[src/rtl/spi3w_pkg.sv]
package spi3w_pkg;
  typedef enum logic [1:0] {
    PH_INSTR = 2'd0,
    PH_DATA  = 2'd1,
    PH_DONE  = 2'd2
  } phase_e;
endpackage

[src/rtl/spi3w_shifter.sv]
// Serial-in shift register; nxt is the value including the bit on sdio now.
module spi3w_shifter #(
  parameter int W = 8
) (
  input  logic         clk,
  input  logic         arst_n,
  input  logic         en,
  input  logic         lsb_first,
  input  logic         din,
  output logic [W-1:0] nxt
);
  logic [W-1:0] q;

  always_comb begin
    if (lsb_first) nxt = {din, q[W-1:1]};
    else           nxt = {q[W-2:0], din};
  end

  always_ff @(posedge clk or negedge arst_n) begin
    if (!arst_n)  q <= '0;
    else if (en)  q <= nxt;
  end
endmodule

[src/rtl/spi3w_seq.sv]
// Phase sequencer: command decode, byte counting and address stepping.
module spi3w_seq
  import spi3w_pkg::*;
#(
  parameter int DATA_W = 8,
  parameter int ADDR_W = 5,
  parameter int CNT_W  = 2
) (
  input  logic                       sclk,
  input  logic                       arst_n,
  input  logic                       lsb_first,
  input  logic [DATA_W-1:0]          sh_nxt,
  output phase_e                     phase,
  output logic                       rd_mode,
  output logic [$clog2(DATA_W)-1:0]  bit_idx,
  output logic                       shift_en,
  output logic                       wr_en,
  output logic [ADDR_W-1:0]          wr_addr,
  output logic [DATA_W-1:0]          wr_data,
  output logic                       load_tx,
  output logic [ADDR_W-1:0]          tx_addr
);
  localparam int BIT_W = $clog2(DATA_W);
  localparam logic [BIT_W-1:0] BIT_LAST = BIT_W'(DATA_W - 1);

  phase_e              phase_q, phase_d;
  logic                rw_q, rw_d;
  logic [BIT_W-1:0]    bit_q, bit_d;
  logic [CNT_W-1:0]    left_q, left_d;
  logic [ADDR_W-1:0]   addr_q, addr_d;
  logic [ADDR_W-1:0]   addr_step;
  logic                cmd_rw;
  logic [CNT_W-1:0]    cmd_cnt;
  logic [ADDR_W-1:0]   cmd_addr;

  assign cmd_rw    = sh_nxt[DATA_W-1];
  assign cmd_cnt   = sh_nxt[DATA_W-2 -: CNT_W];
  assign cmd_addr  = sh_nxt[ADDR_W-1:0];
  assign addr_step = lsb_first ? addr_q + 1'b1 : addr_q - 1'b1;

  always_comb begin
    phase_d = phase_q;
    rw_d    = rw_q;
    bit_d   = bit_q;
    left_d  = left_q;
    addr_d  = addr_q;
    wr_en   = 1'b0;
    load_tx = 1'b0;
    tx_addr = addr_q;
    case (phase_q)
      PH_INSTR: begin
        bit_d = bit_q + 1'b1;
        if (bit_q == BIT_LAST) begin
          bit_d   = '0;
          phase_d = PH_DATA;
          rw_d    = cmd_rw;
          left_d  = cmd_cnt;
          addr_d  = cmd_addr;
          load_tx = 1'b1;
          tx_addr = cmd_addr;
        end
      end
      PH_DATA: begin
        bit_d = bit_q + 1'b1;
        if (bit_q == BIT_LAST) begin
          bit_d = '0;
          wr_en = ~rw_q;
          if (left_q == '0) begin
            phase_d = PH_DONE;
          end else begin
            left_d  = left_q - 1'b1;
            addr_d  = addr_step;
            load_tx = rw_q;
            tx_addr = addr_step;
          end
        end
      end
      default: begin
        phase_d = PH_DONE;
      end
    endcase
  end

  always_ff @(posedge sclk or negedge arst_n) begin
    if (!arst_n) begin
      phase_q <= PH_INSTR;
      rw_q    <= 1'b0;
      bit_q   <= '0;
      left_q  <= '0;
      addr_q  <= '0;
    end else begin
      phase_q <= phase_d;
      rw_q    <= rw_d;
      bit_q   <= bit_d;
      left_q  <= left_d;
      addr_q  <= addr_d;
    end
  end

  assign phase    = phase_q;
  assign rd_mode  = rw_q;
  assign bit_idx  = bit_q;
  assign shift_en = (phase_q != PH_DONE);
  assign wr_addr  = addr_q;
  assign wr_data  = sh_nxt;
endmodule

[src/rtl/spi3w_regbank.sv]
// Register bank with per-register write decode and a flat view of all bytes.
module spi3w_regbank #(
  parameter int DATA_W    = 8,
  parameter int ADDR_W    = 5,
  parameter int ORDER_REG = 0,
  parameter int ORDER_BIT = 6
) (
  input  logic                              clk,
  input  logic                              arst_n,
  input  logic                              we,
  input  logic [ADDR_W-1:0]                 waddr,
  input  logic [DATA_W-1:0]                 wdata,
  input  logic [ADDR_W-1:0]                 raddr,
  output logic [DATA_W-1:0]                 rdata,
  output logic [(1<<ADDR_W)*DATA_W-1:0]     cfg,
  output logic                              lsb_first
);
  localparam int NREGS = 1 << ADDR_W;

  for (genvar g = 0; g < NREGS; g++) begin : gen_reg
    logic [DATA_W-1:0] r_q;
    logic              hit;
    assign hit = we && (waddr == ADDR_W'(g));
    always_ff @(posedge clk or negedge arst_n) begin
      if (!arst_n)  r_q <= '0;
      else if (hit) r_q <= wdata;
    end
    assign cfg[g*DATA_W +: DATA_W] = r_q;
  end

  assign rdata     = cfg[raddr*DATA_W +: DATA_W];
  assign lsb_first = cfg[ORDER_REG*DATA_W + ORDER_BIT];
endmodule

[src/rtl/spi3w_txdrv.sv]
// Read path: byte loaded on the rising edge, bits and enable launched on falling.
module spi3w_txdrv #(
  parameter int DATA_W = 8
) (
  input  logic                       sclk,
  input  logic                       arst_n,
  input  logic                       load,
  input  logic [DATA_W-1:0]          load_data,
  input  logic                       lsb_first,
  input  logic [$clog2(DATA_W)-1:0]  bit_idx,
  input  logic                       drive_en,
  output logic                       sdo,
  output logic                       oe
);
  localparam int BIT_W = $clog2(DATA_W);

  logic [DATA_W-1:0] tx_q;
  logic [BIT_W-1:0]  sel;
  logic              sdo_q, oe_q;

  always_ff @(posedge sclk or negedge arst_n) begin
    if (!arst_n)    tx_q <= '0;
    else if (load)  tx_q <= load_data;
  end

  assign sel = lsb_first ? bit_idx : BIT_W'(DATA_W - 1) - bit_idx;

  always_ff @(negedge sclk or negedge arst_n) begin
    if (!arst_n) begin
      sdo_q <= 1'b0;
      oe_q  <= 1'b0;
    end else begin
      sdo_q <= tx_q[sel];
      oe_q  <= drive_en;
    end
  end

  assign sdo = sdo_q;
  assign oe  = oe_q;
endmodule

[src/rtl/spi3w_regport.sv]
module spi3w_regport
  import spi3w_pkg::*;
#(
  parameter int DATA_W    = 8,
  parameter int ADDR_W    = 5,
  parameter int CNT_W     = 2,
  parameter int ORDER_REG = 0,
  parameter int ORDER_BIT = 6
) (
  input  logic                            sclk_i,
  input  logic                            rst_n_i,
  input  logic                            cs_n_i,
  input  logic                            abort_i,
  input  logic                            sdio_i,
  output logic                            sdio_o,
  output logic                            sdio_oe_o,
  output logic [(1<<ADDR_W)*DATA_W-1:0]   cfg_o
);
  localparam int BIT_W = $clog2(DATA_W);

  logic [1:0]         rst_sync_q;
  logic               bank_rst_n;
  logic               seq_rst_n;
  logic               lsb_first;
  logic [DATA_W-1:0]  sh_nxt;
  phase_e             phase;
  logic               rd_mode;
  logic [BIT_W-1:0]   bit_idx;
  logic               shift_en;
  logic               wr_en;
  logic [ADDR_W-1:0]  wr_addr;
  logic [DATA_W-1:0]  wr_data;
  logic               load_tx;
  logic [ADDR_W-1:0]  tx_addr;
  logic [DATA_W-1:0]  tx_data;
  logic               drive_en;

  always_ff @(posedge sclk_i or negedge rst_n_i) begin
    if (!rst_n_i) rst_sync_q <= '0;
    else          rst_sync_q <= {rst_sync_q[0], 1'b1};
  end
  assign bank_rst_n = rst_sync_q[1];
  assign seq_rst_n  = bank_rst_n & ~cs_n_i & ~abort_i;

  spi3w_shifter #(.W(DATA_W)) u_shift (
    .clk       (sclk_i),
    .arst_n    (seq_rst_n),
    .en        (shift_en),
    .lsb_first (lsb_first),
    .din       (sdio_i),
    .nxt       (sh_nxt)
  );

  spi3w_seq #(.DATA_W(DATA_W), .ADDR_W(ADDR_W), .CNT_W(CNT_W)) u_seq (
    .sclk      (sclk_i),
    .arst_n    (seq_rst_n),
    .lsb_first (lsb_first),
    .sh_nxt    (sh_nxt),
    .phase     (phase),
    .rd_mode   (rd_mode),
    .bit_idx   (bit_idx),
    .shift_en  (shift_en),
    .wr_en     (wr_en),
    .wr_addr   (wr_addr),
    .wr_data   (wr_data),
    .load_tx   (load_tx),
    .tx_addr   (tx_addr)
  );

  spi3w_regbank #(.DATA_W(DATA_W), .ADDR_W(ADDR_W),
                  .ORDER_REG(ORDER_REG), .ORDER_BIT(ORDER_BIT)) u_bank (
    .clk       (sclk_i),
    .arst_n    (bank_rst_n),
    .we        (wr_en),
    .waddr     (wr_addr),
    .wdata     (wr_data),
    .raddr     (tx_addr),
    .rdata     (tx_data),
    .cfg       (cfg_o),
    .lsb_first (lsb_first)
  );

  assign drive_en = (phase == PH_DATA) && rd_mode;

  spi3w_txdrv #(.DATA_W(DATA_W)) u_tx (
    .sclk      (sclk_i),
    .arst_n    (seq_rst_n),
    .load      (load_tx),
    .load_data (tx_data),
    .lsb_first (lsb_first),
    .bit_idx   (bit_idx),
    .drive_en  (drive_en),
    .sdo       (sdio_o),
    .oe        (sdio_oe_o)
  );
endmodule

[config.mk]
export PLATFORM = sky130hd
export DESIGN_NAME = spi3w_regport
export DESIGN_NICKNAME = d
export VERILOG_FILES = /design/src/rtl/spi3w_pkg.sv /design/src/rtl/spi3w_shifter.sv /design/src/rtl/spi3w_seq.sv /design/src/rtl/spi3w_regbank.sv /design/src/rtl/spi3w_txdrv.sv /design/src/rtl/spi3w_regport.sv
export SDC_FILE = /design/constraint.sdc
export NUM_CORES = 1
export LEC_CHECK = 0
export CAP_MARGIN = 0
export CORE_ASPECT_RATIO = 1.75
export CORE_UTILIZATION = 60
export CTS_BUF_LIST = sky130_fd_sc_hd__clkbuf_8
export DETAILED_ROUTE_END_ITERATION = 6
export DONT_BUFFER_PORTS = 1
export GPL_TIMING_DRIVEN = 0
export PLACE_DENSITY = 0.78
export SYNTH_ARGS = -nofsm -noshare
export SYNTH_HDL_FRONTEND = slang
export SYNTH_SLANG_ARGS = --single-unit
[constraint.sdc]
create_clock -name sclk_i -period 11.3 [get_ports sclk_i]
set_input_delay 2.26 -clock sclk_i [delete_from_list [all_inputs] [get_ports sclk_i]]
set_output_delay 2.26 -clock sclk_i [all_outputs]
set_load 0.05 [all_outputs]
==> results.py <==
metrics = {
    "cts": {
        "cts_hold_buf": 0,
        "htreeDepth": 2,
        "path_clk_slew_ps": 70,
        "post_cts_buffers": 0,
        "cts_buffer_depth": 3,
        "cts_tree": "yes",
        "cts_resized": 0,
        "numCtsBuffers": 41,
        "insertion_delay_ps": 590,
        "numClockSinks": 289,
        "root_buffer": "clkbuf_8",
    },
    "placed_design": {
        "dp.cells": 1716,
        "dp_hpwl_um": 38840,
        "io_buffers": 0,
        "gp_congestion": 1.039,
        "pre_cts_slack_ps": 2552,
    },
    "finish": {
        "nFillCells": 1800,
        "nets": 1477,
        "drive_above_1_share": 0.1085,
        "final_cells": 1789,
        "area_growth_pct": 10.42,
        "fin_util": 0.6729,
        "antenna-diode-count": 0,
    },
    "power_and_ir_drop": {
        "power_uw": 4101,
        "power.internal_uw": 2123,
        "p_leak_uw": 0.006627,
        "powerDensity_mw_per_mm2": 277.3,
        "netSwitchingFraction": 0.4825,
        "clockPowerShare": 0.224,
        "ir_drop_v": 0.0001547,
        "seqPwrFrac": 0.358,
        "combPwrFrac": 0.418,
        "p_switching_uw": 1979,
    },
    "synth": {
        "ys_seq_elements": 289,
        "synth_enable_flop_cells": 0,
        "avgSynthCellArea_um2": 9.466,
        "synthFlopType": "dfrtp_1",
        "syn_inst": 1415,
        "syn_nets": 1429,
        "synthDistinctLibCells": 59,
        "ys_async_sr_fraction": 1.000,
        "syn-cell-area_mm2": 0.01339,
        "yosysWarnings": 0,
        "yosysSeqAreaShare": 0.5399,
    },
    "route": {
        "routed_wl_um": 52380,
        "drtIter0Drc": 1322,
        "wl_per_cell_um": 29.28,
        "vias": 12190,
        "viasPerCell": 6.813,
        "ant_nets": 0,
        "drcViolationCount": 0,
        "drtPass1Iterations": 6,
    },
    "sta": {
        "maxSlewHeadroom": 0.1584,
        "setup_viol": 0,
        "worstMarginPinSlew_ps": 1227,
        "slew_violations": 0,
        "hold_viol_final": 0,
        "fin_skew_ps": 46.68,
        "postLayoutSetupSlackWorst_ps": 2152,
        "rsz0062_at_grt": "no",
    },
    "global_routing": {
        "grt_first_pass_wirelength_um": 75640,
        "grt_pass1_vias": 11940,
        "grt_max_degree": 76,
        "overflow": 0,
        "antenna_found_initial": 0,
        "grt_usage": 0.4667,
    },
    "floorplanning": {
        "core-area_mm2": 0.02198,
        "dieArea_mm2": 0.02295,
        "io_pins": 263,
        "die_width_um": 114.9,
        "start_util": 0.6093,
        "die_h_um": 199.7,
        "rows": 72,
    },
    "worst_hold_path": {
        "worstHoldPathType": "register to asynchronous set/reset pin",
    },
    "setup_path": {
        "cp-start-kind": "register",
        "end_kind": "primary output",
        "crit_fanout": 1,
        "crit_cells": 0,
        "path_class": "register to primary output",
        "cp.required_ps": 9040,
        "crit_arrival_ps": 6890,
        "r2r_cells": 3,
    },
    "flow_run": {
        "max-cap-violations": 0,
    },
    "run_status": {
        "status": "complete, no violations",
    },
}
-- registers in the layout (all words and copies together), names as in the netlist --
name            flops
u_tx.oe             1
rst_sync_q          2
u_seq.phase         2
u_tx.tx_q           8
u_shift.q           8
u_seq.wr_addr       5
u_tx.sdo            1
u_seq.left_q        2
u_seq.bit_idx       3
u_bank.gen.r_q    256
u_seq.rd_mode       1
-- cell usage in the layout, fill, tap and decap left out, types with 5 or more instances in the layout --
cell type / instances
a211oi_1: 42
a21oi_1: 62
a22o_1: 5
a22oi_1: 9
a311o_1: 6
a311oi_1: 7
a31o_2: 6
a31oi_1: 24
a32oi_1: 5
and2_1: 5
and3_1: 49
buf_2: 15
buf_4: 7
buf_6: 10
clkbuf_1: 90
clkbuf_8: 54
clkinv_2: 9
dfrtp_1: 286
ha_1: 9
inv_1: 14
mux2_2: 11
mux2i_1: 17
mux4_2: 19
nand2_1: 334
nand2b_1: 9
nand3_1: 24
nor2_1: 74
nor3_1: 7
o21ai_0: 217
o22ai_1: 7
o31ai_2: 5
-- layout make-up --
cell class | count | area [µm²] | share of cell area
Sequential cell | 289 | 7236 | 0.4892
Multi-Input combinational cell | 994 | 5567 | 0.3764
Buffer | 120 | 555.5 | 0.03756
Tap cell | 296 | 370.4 | 0.02504
Inverter | 12 | 45.04 | 0.003045
Timing Repair Buffer | 5 | 105.1 | 0.007106
Clock buffer | 54 | 743.2 | 0.05025
Clock inverter | 19 | 168.9 | 0.01142
-- final timing paths --
kind                               start                   endpoint  slack [ps]
hold reg to reg            rst_sync_q[1]  u_bank.gen_reg[26].r_q[6]         350
setup / recovery                 u_tx.oe                  sdio_oe_o        2150
hold / removal             rst_sync_q[1]  u_bank.gen_reg[26].r_q[6]         350
setup reg to reg           rst_sync_q[1]                    u_tx.oe        3540
min in group sclk_i        rst_sync_q[0]              rst_sync_q[1]         350
max in group asynchronous         cs_n_i                    u_tx.oe        3160
-- stage by stage --
step	TNS [ps]	hold slack [ps]	cell area, µm²
floorplan	0	331.2	13400
detailed placement	0	345.8	13880
CTS	0	356.4	14790
global route	0	381.9	14790
finish	0	345.4	14790
global placement	-3442	335.2	13770
-- metal layers --
| metal | part of all wire | global-route usage | routed length, µm |
|---|---|---|---|
| met4 | 0.10 | 0.4079 | 5388 |
| met5 | 0 | 0 | 0 |
| met3 | 0.11 | 0.1380 | 5716 |
| met2 | 0.47 | 0.7345 | 24770 |
| met1 | 0.32 | 0.5098 | 16500 |
-- power groups by stage --
| stage | logic (µW) | registers, µW | clock network (µW) |
|---|---|---|---|
| after global routing | 1760 | 1480 | 958 |
| after floorplan | 994 | 1440 | 0 |
| after detailed placement | 1640 | 1480 | 0 |
| after CTS | 1640 | 1460 | 912 |
| final | 1710 | 1470 | 920 |
| after global placement | 1600 | 1490 | 0 |
-- worst reg2reg max path, stage by stage (launching register included) --
cell	delay [ps]
dfrtp_4	820
buf_16	370
nor3b_2	890
buf_6	280
-- logic make-up (layout without fill, tap and decap cells) --
kind of cell | after synthesis | after routing | synth area share
buffers and inverters | 132 | 210 | 0.04484
AO/OA/AOI/OAI | 414 | 414 | 0.1848
multiplexers | 48 | 48 | 0.05493
AND/OR/NAND/NOR | 521 | 521 | 0.1662
adder cells (fa/ha/maj) | 9 | 9 | 0.008407
flip-flops | 289 | 289 | 0.5399
XOR/XNOR | 1 | 1 | 0.0006540
other | 1 | 1 | 0.0002800
-- synth_stat cells, drive strengths merged, types with 3 or more instances --
library cell  number  area (µm²)
mux4              19       427.9
a311o              6       60.06
buf               30       217.7
nand2            335        1260
nor3               7       35.03
and3              49       306.5
a21oi             62       310.3
mux2i             18       183.9
dfrtp            287        7182
nor3b              4       35.03
a31o               8       70.07
inv               12       45.04
o22ai              7       43.79
nor2b              4       25.02
a31oi             24       150.1
a21o               3       22.52
o21ai            218        1095
mux2              11       123.9
and2               6       40.04
nand2b             9       56.30
ha                 9       112.6
a22o               5       43.79
o31ai              5       62.56
nand3             24       120.1
a311oi             7       61.31
a22oi              9       67.56
nor2              75       284.0
clkbuf            90       337.8
a211oi            42       315.3
o211ai             4       40.03
a32oi              5       43.79
No activity file was read; power rests on OpenSTA's default activity.
